File: config.mk
export PLATFORM = sky130hd
export DESIGN_NAME = dsi2c_slave
export DESIGN_NICKNAME = d
export VERILOG_FILES = /design/src/rtl/dsi2c_pkg.sv /design/src/rtl/dsi2c_cond.sv /design/src/rtl/dsi2c_ptr.sv /design/src/rtl/dsi2c_slave.sv
export SDC_FILE = /design/constraint.sdc
export NUM_CORES = 1
export LEC_CHECK = 0
export CAP_MARGIN = 0
export CELL_PAD_IN_SITES_DETAIL_PLACEMENT = 0
export CELL_PAD_IN_SITES_GLOBAL_PLACEMENT = 2
export CORE_MARGIN = 1
export CORE_UTILIZATION = 34
export CTS_CLUSTER_SIZE = 16
export DETAILED_ROUTE_END_ITERATION = 10
export PLACE_DENSITY = 0.78
export REMOVE_ABC_BUFFERS = 1
export SLEW_MARGIN = 20
export SYNTH_ARGS = -nofsm -noshare
export SYNTH_HDL_FRONTEND = slang
export SYNTH_SLANG_ARGS = --single-unit
File: constraint.sdc
create_clock -name clk -period 2.4 [get_ports clk]
set_input_delay 0.48 -clock clk [delete_from_list [all_inputs] [get_ports clk]]
set_output_delay 0.48 -clock clk [all_outputs]
set_load 0.01 [all_outputs]
File: src/rtl/dsi2c_pkg.sv
package dsi2c_pkg;
  typedef enum logic [2:0] {
    ST_IDLE, ST_RX, ST_ACK, ST_TX, ST_MACK, ST_SKIP
  } bus_st_t;

  typedef enum logic [1:0] {
    PH_DEV, PH_AHI, PH_ALO, PH_DATA
  } rx_ph_t;
endpackage

File: src/rtl/dsi2c_cond.sv
module dsi2c_cond (
  input  logic clk,
  input  logic rst,
  input  logic scl_i,
  input  logic sda_i,
  output logic scl_rise,
  output logic scl_fall,
  output logic start_c,
  output logic stop_c
);
  logic scl_q, sda_q;

  always_ff @(posedge clk) begin
    if (rst) begin
      scl_q <= 1'b1;
      sda_q <= 1'b1;
    end else begin
      scl_q <= scl_i;
      sda_q <= sda_i;
    end
  end

  assign scl_rise = scl_i & ~scl_q;
  assign scl_fall = ~scl_i & scl_q;
  assign start_c  = scl_i & scl_q & sda_q & ~sda_i;
  assign stop_c   = scl_i & scl_q & ~sda_q & sda_i;
endmodule

File: src/rtl/dsi2c_ptr.sv
module dsi2c_ptr #(
  parameter int W     = 16,
  parameter int COUNT = 1024
) (
  input  logic         clk,
  input  logic         rst,
  input  logic         load,
  input  logic [W-1:0] load_val,
  input  logic         inc,
  output logic [W-1:0] ptr
);
  localparam logic [W-1:0] LAST = W'(COUNT - 1);

  always_ff @(posedge clk) begin
    if (rst)       ptr <= '0;
    else if (load) ptr <= load_val;
    else if (inc)  ptr <= (ptr == LAST) ? '0 : ptr + W'(1);
  end
endmodule

File: src/rtl/dsi2c_slave.sv
module dsi2c_slave #(
  parameter logic [6:0] MEM_ID    = 7'h50,
  parameter logic [6:0] REG_ID    = 7'h68,
  parameter int         MEM_DEPTH = 1024,
  parameter int         REG_COUNT = 16
) (
  input  logic        clk,
  input  logic        rst,
  input  logic        scl_i,
  input  logic        sda_i,
  output logic        sda_oe,
  output logic [15:0] mem_addr,
  output logic        mem_we,
  input  logic [7:0]  mem_rdata,
  output logic [7:0]  reg_addr,
  output logic        reg_we,
  input  logic [7:0]  reg_rdata,
  output logic [7:0]  wr_data
);
  import dsi2c_pkg::*;

  localparam int MAW = 16;
  localparam int RAW = 8;

  logic scl_rise, scl_fall, start_c, stop_c;
  bus_st_t st;
  rx_ph_t  ph;
  logic [3:0] cnt;
  logic [7:0] sh, txsh, ahi;
  logic sel_mem, rd_mode, m_ack, rd_inc_q;
  logic ld_mem_q, ld_reg_q;
  logic [MAW-1:0] ld_val_q;
  logic [MAW-1:0] mem_ptr;
  logic [RAW-1:0] reg_ptr;
  logic [7:0] rdsel;
  logic is_mem_id, is_reg_id;

  dsi2c_cond u_cond (
    .clk(clk), .rst(rst), .scl_i(scl_i), .sda_i(sda_i),
    .scl_rise(scl_rise), .scl_fall(scl_fall),
    .start_c(start_c), .stop_c(stop_c)
  );

  dsi2c_ptr #(.W(MAW), .COUNT(MEM_DEPTH)) u_mem_ptr (
    .clk(clk), .rst(rst), .load(ld_mem_q), .load_val(ld_val_q),
    .inc(mem_we | (rd_inc_q & sel_mem)), .ptr(mem_ptr)
  );

  dsi2c_ptr #(.W(RAW), .COUNT(REG_COUNT)) u_reg_ptr (
    .clk(clk), .rst(rst), .load(ld_reg_q), .load_val(ld_val_q[RAW-1:0]),
    .inc(reg_we | (rd_inc_q & ~sel_mem)), .ptr(reg_ptr)
  );

  assign rdsel     = sel_mem ? mem_rdata : reg_rdata;
  assign is_mem_id = (sh[7:1] == MEM_ID);
  assign is_reg_id = (sh[7:1] == REG_ID);
  assign mem_addr  = mem_ptr;
  assign reg_addr  = reg_ptr;

  always_ff @(posedge clk) begin
    mem_we   <= 1'b0;
    reg_we   <= 1'b0;
    rd_inc_q <= 1'b0;
    ld_mem_q <= 1'b0;
    ld_reg_q <= 1'b0;
    if (rst) begin
      st       <= ST_IDLE;
      ph       <= PH_DEV;
      cnt      <= '0;
      sh       <= '0;
      txsh     <= '0;
      ahi      <= '0;
      sel_mem  <= 1'b0;
      rd_mode  <= 1'b0;
      m_ack    <= 1'b0;
      sda_oe   <= 1'b0;
      wr_data  <= '0;
      ld_val_q <= '0;
    end else if (start_c) begin
      st     <= ST_RX;
      ph     <= PH_DEV;
      cnt    <= '0;
      sda_oe <= 1'b0;
    end else if (stop_c) begin
      st     <= ST_IDLE;
      sda_oe <= 1'b0;
    end else begin
      case (st)
        ST_RX: begin
          if (scl_rise) begin
            sh  <= {sh[6:0], sda_i};
            cnt <= cnt + 4'd1;
          end else if (scl_fall && cnt == 4'd8) begin
            cnt <= '0;
            case (ph)
              PH_DEV: begin
                if (is_mem_id || is_reg_id) begin
                  sel_mem <= is_mem_id;
                  rd_mode <= sh[0];
                  ph      <= is_mem_id ? PH_AHI : PH_ALO;
                  sda_oe  <= 1'b1;
                  st      <= ST_ACK;
                end else begin
                  st <= ST_SKIP;
                end
              end
              PH_AHI: begin
                ahi    <= sh;
                ph     <= PH_ALO;
                sda_oe <= 1'b1;
                st     <= ST_ACK;
              end
              PH_ALO: begin
                ld_val_q <= sel_mem ? {ahi, sh} : {8'h00, sh};
                ld_mem_q <= sel_mem;
                ld_reg_q <= ~sel_mem;
                ph       <= PH_DATA;
                sda_oe   <= 1'b1;
                st       <= ST_ACK;
              end
              default: begin
                wr_data <= sh;
                mem_we  <= sel_mem;
                reg_we  <= ~sel_mem;
                sda_oe  <= 1'b1;
                st      <= ST_ACK;
              end
            endcase
          end
        end
        ST_ACK: begin
          if (scl_fall) begin
            cnt <= '0;
            if (rd_mode) begin
              txsh   <= rdsel;
              sda_oe <= ~rdsel[7];
              st     <= ST_TX;
            end else begin
              sda_oe <= 1'b0;
              st     <= ST_RX;
            end
          end
        end
        ST_TX: begin
          if (scl_rise) begin
            cnt <= cnt + 4'd1;
          end else if (scl_fall) begin
            if (cnt == 4'd8) begin
              sda_oe   <= 1'b0;
              rd_inc_q <= 1'b1;
              st       <= ST_MACK;
            end else begin
              txsh   <= {txsh[6:0], 1'b0};
              sda_oe <= ~txsh[6];
            end
          end
        end
        ST_MACK: begin
          if (scl_rise) begin
            m_ack <= ~sda_i;
          end else if (scl_fall) begin
            if (m_ack) begin
              txsh   <= rdsel;
              sda_oe <= ~rdsel[7];
              cnt    <= '0;
              st     <= ST_TX;
            end else begin
              st <= ST_SKIP;
            end
          end
        end
        default: ;
      endcase
    end
  end
endmodule

======== Word-level counts from Yosys, hierarchy flattened ========
Cells that the tools add are included.
cells by class
  muxes and demuxes ....................... 57
  add/sub/neg operators ................... 3
  div/mod/pow operators ................... 0
  shift-type cells ........................ 0
  order comparisons ....................... 0
  bitwise logic cells ..................... 27
  reductions and logical operators ........ 27
  eq/ne operators ......................... 34
  multiply operators ...................... 0
operators by type and width
  cell                     number
  $mux W16                 4
  $mux W7                  8
  $mux W3                  11
  $mux W8                  4
  $ne A4 B4 Y1 const B     8
  $mux W4                  7
  $ne A2 B2 Y1 const B     13
  $reduce_and A6 Y1        4
  $pmux W7 S3              1
  $reduce_and A9 Y1        2
  $add A16 B1 Y16 const B  1
  $eq A16 B10 Y1 const B   1
  $not A1 Y1               16
  $pmux W4 S4              1
  $mux W1                  15
  $eq A7 B7 Y1 const B     2
  $pmux W3 S4              1
  $reduce_and A11 Y1       1
  $reduce_and A10 Y1       1
  $and A1 B1 Y1            9
  $reduce_or A9 Y1         1
  $add A8 B1 Y8 const B    1
  $eq A8 B4 Y1 const B     1
  $reduce_and A4 Y1        2
  25 further kinds         33
word-level totals
  memory bits (writable) .................. 0
  bits in registers ....................... 91
  bits in latches ......................... 0
  memories kept ........................... 0
  bits in read-only memories .............. 0

======== Longest topological paths before layout ========
  depth after elaboration ................. 9
  mapped depth ............................ 9
  mapped depth without buffers ............ 6

======== Modules after synthesis ========
Synthesis repeated with hierarchy kept, for this count alone.
second synthesis, totals
  cells, all modules ...................... 544
  area, all modules ....................... 4704.5 µm²
by module, submodules not included
  module                  cells an instance  times used  area an instance (µm²)
  dsi2c_slave             361                1           3246.9
  dsi2c_ptr at u_mem_ptr  116                1           892.1
  dsi2c_ptr at u_reg_ptr  59                 1           480.5
  dsi2c_cond              8                  1           85.1

======== Least setup slack after synthesis ========
OpenSTA, ideal clock, no wires.
  kind .................................... input to register
  start ................................... in scl_i
  end ..................................... reg ph[0]
  data required time ...................... 2.277 ns
  stages .................................. 6
  setup time .............................. 0.123 ns
  arrival ................................. 1.723 ns
  slack ................................... 0.554 ns
  cells stage by stage .................... buf_2 and4bb_1 buf_2 nand2_1 a2111oi_4 mux2_1
between the ends
  word-level cells in the longest chain between the ends .. 5
  elaborated cells between the ends (all ways) .. 13
  those cells by class .................... bitwise (10); reduce/logical (3)
RTL lines
  what                         RTL line                            text
  from (decl)                  dsi2c_slave.sv:9                    input logic scl_i,
  $and A1 B1 Y1                dsi2c_cond.sv:25, dsi2c_cond.sv:26
  $and A1 B1 Y1 (2 in a row)   dsi2c_cond.sv:26                    assign stop_c = scl_i & scl_q & ~sda_q & sda_i;
  $not A1 Y1 (no line)         n/a
  $reduce_and A6 Y1 (no line)  n/a
  to (signal assigned)         dsi2c_slave.sv:100                  ph <= is_mem_id ? PH_AHI : PH_ALO;
  to (decl)                    dsi2c_slave.sv:27                   rx_ph_t ph;
Parallel ways exist; a longest one is shown, timed or not.
A chain may end at the register's enable or synchronous reset.

======== Worst setup path after layout ========
Ends and elaborated chain as after synthesis.

==> flow_summary.yaml <==
worst_setup_path:
  worst_path_max_delay_cell: "clkdlybuf4s50_1"
  crit_fanout: 10
  cpLargestDelayFamily: "buffers and inverters"
  crit_chain: "clkdlybuf4s50_1, and4bb_1, nand2_1, a2111oi_4, mux2_1"
  end_kind: "flip-flop"
  critPathKind: "in2reg"
  crit_path_start_kind: "primary input"
  slowest_delay_ps: 550
  worstPathArrival_ps: 2190
  worst-path-buf-inv: 1
  required_ps: 2630
synth:
  avgSynthCellArea_um2: 8.53
  syn_area_mm2: 0.00468
  async_flop_share_pct: 0
  synthCells: 549
  synth_seq_cells: 91
  synthFlopType: "dfxtp_1"
  synth_warnings: 0
  synth_cell_types: 72
  synth_edf_count: 0
  ys_seq_area_share_pct: 38.9
placement:
  hpwlAfterDp_um: 9040
  dp_slack_ps: 93.9
  placed_area_mm2: 0.00549
  dpl.cell_count: 770
  place_congestion: 0.803
  io_buffers: 54
timing:
  setup_tns_ps: 0
  fmax_ghz: 0.509
  slew_headroom_pct: 60.2
  setup_violations: 0
  worst_slack_ps: 434
  rsz0062_at_grt: "no"
  layout_min_cycle_time_ps: 1970
  finalClockSkew_ps: 8.32
  hold_ws_ps: 452
  hold_viol: 0
  worstMarginPinSlew_ps: 597
  drv_slew: 0
  fin_crit_sh_pct: 81.9
floorplan:
  rows: 42
  die_width_um: 119
  die_y_um: 119
  initial_utilization_pct: 35.1
  coreArea_mm2: 0.0133
  die_area_mm2: 0.0142
  io_pins: 55
cts:
  post_cts_resized: 0
  hold_buffers: 0
  h-tree-depth: 3
  cts_root_buffer: "clkbuf_16"
  clk_pin_slew_ps: 60
  cts_buffer_depth: 2
  clock_latency_ps: 350
  cts_setup_buffers: 0
  cts_tree: "yes"
  cts_buffers: 9
  cts_sinks: 91
pwr:
  finalPower_mw: 3.38
  p_per_area_mw_per_mm2: 581
  ir_worst_vdd_mv: 0.365
  p_leak_nw: 2.14
route:
  antenna_left: 0
  vias: 4284
  drt_iter0_markers: 312
  viasPerCell: 5.45
  routedWlPerCell_um: 16.2
  drc_errors: 0
  dr.pass1.iters: 5
  routed_wirelength_um: 12700
layout:
  drive_gt1_share_pct: 10.0
  area_growth_pct: 24.3
  fin_util_pct: 43.6
  antennaDiodeCount: 0
  fillers: 1388
  fin_area_mm2: 0.00582
  fin_nets: 633
  final_cell_mix: "dfxtp_1 (91), clkdlybuf4s50_1 (53), nand2_1 (50)"
  stdcell_count: 786
  layout.cells.most_common: "dfxtp_1"
grt:
  grt_max_degree: 34
  grt_pass1_wl_um: 21200
  grt.total_usage_pct: 18.9
  overflow: 0
  antenna_found_initial: 0
  first_global_vias: 4167
outcome:
  outcome: "complete, no violations"
min_path:
  holdCritPathClass: "reg2reg"
job:
  cap_violations: 0
## cells in the mapped netlist (3+ instances only)
cell type,number,area (µm²)
clkbuf_1,20,75.1
o21ai_0,9,45.0
nand4_1,11,68.8
a211o_1,9,78.8
or4_1,3,22.5
a211oi_1,12,90.1
nor3b_1,5,37.5
and3_1,6,37.5
or3_1,4,25.0
mux2i_1,35,350
clkbuf_2,3,15.0
nand2_1,50,188
o211ai_1,6,45.0
or2_2,4,25.0
nor2_1,47,176
a21oi_1,41,205
nor4bb_1,3,30.0
nor2b_1,6,37.5
o22ai_1,5,31.3
inv_1,14,52.6
nor3_1,8,40.0
nand3_1,30,150
and2_1,4,25.0
ha_1,8,100
a221oi_1,3,26.3
a31oi_1,11,68.8
nand3b_1,6,45.0
nor4_1,11,68.8
buf_2,13,65.1
nand2b_1,10,62.6
xor2_1,3,26.3
dfxtp_1,91,1820
a22oi_1,3,22.5
xnor2_1,4,35.0
## logic make-up (layout without fill, tap and decap cells)
logic type | after synthesis | count (layout) | share of synthesized area [%]
buf+inv | 54 | 115 | 4.84
xor+xnor | 7 | 7 | 1.31
compound gates | 131 | 131 | 19.6
flops | 91 | 91 | 38.9
simple gates | 221 | 221 | 25.3
fa+ha+maj | 8 | 8 | 2.14
mux | 37 | 37 | 7.96
## where the power goes
group	leakage, nW	switching [mW]	total, mW	internal (mW)
clock network	0.159	0.596	1.56	0.968
logic	1.25	0.122	0.250	0.127
registers	0.735	0.0371	1.57	1.53
total	2.14	0.756	3.38	2.63
## flip-flops by register name, summed over array words and instances, names as in the netlist
name,cells
ld_val_q,16
u_mem_ptr.ptr,16
ahi,8
sh,8
u_reg_ptr.ptr,8
wr_data,8
txsh,7
cnt,4
st,3
ph,2
ld_mem_q,1
ld_reg_q,1
m_ack,1
mem_we,1
rd_inc_q,1
rd_mode,1
reg_we,1
sda_oe,1
sel_mem,1
u_cond.scl_q,1
u_cond.sda_q,1
## final timing paths
path,end,cells after the start,start,slack [ps]
worst max-delay path,ph[0]$_SDFFE_PP0P_,5,scl_i,430
worst min-delay path,ld_val_q[14]$_SDFFE_PP0P_,2,ld_val_q[14]$_SDFFE_PP0P_,450
worst max register to register,ph[0]$_SDFFE_PP0P_,4,sh[4]$_SDFFE_PP0P_,460
worst min register to register,ld_val_q[14]$_SDFFE_PP0P_,2,ld_val_q[14]$_SDFFE_PP0P_,450
## worst reg2reg max path: stages, from the launching register on
cell,delay [ps]
dfxtp_1,420
nor3b_2,380
o21ai_2,220
a2111oi_4,430
mux2_1,370
## layer usage
metal	vias to the layer above	track usage [%]	part of all wire, %
met5	-	0	0
met4	0	5.63	0.97
met3	11	4.41	3.6
met2	89	31.4	49
met1	2054	24.3	46
li1	2130	-	-
## area by class of cell
class                   instances  area, µm²  area share (%)
multi-input cells             404       2630            45.2
well taps                     176        220            3.78
clock buffers                  12        256            4.41
clock inverters                 4       72.6            1.25
inverters                      15       56.3           0.967
repair buffers                 84        761            13.1
flip-flops and latches         91       1820            31.3
(Power assumes the default switching activity.)
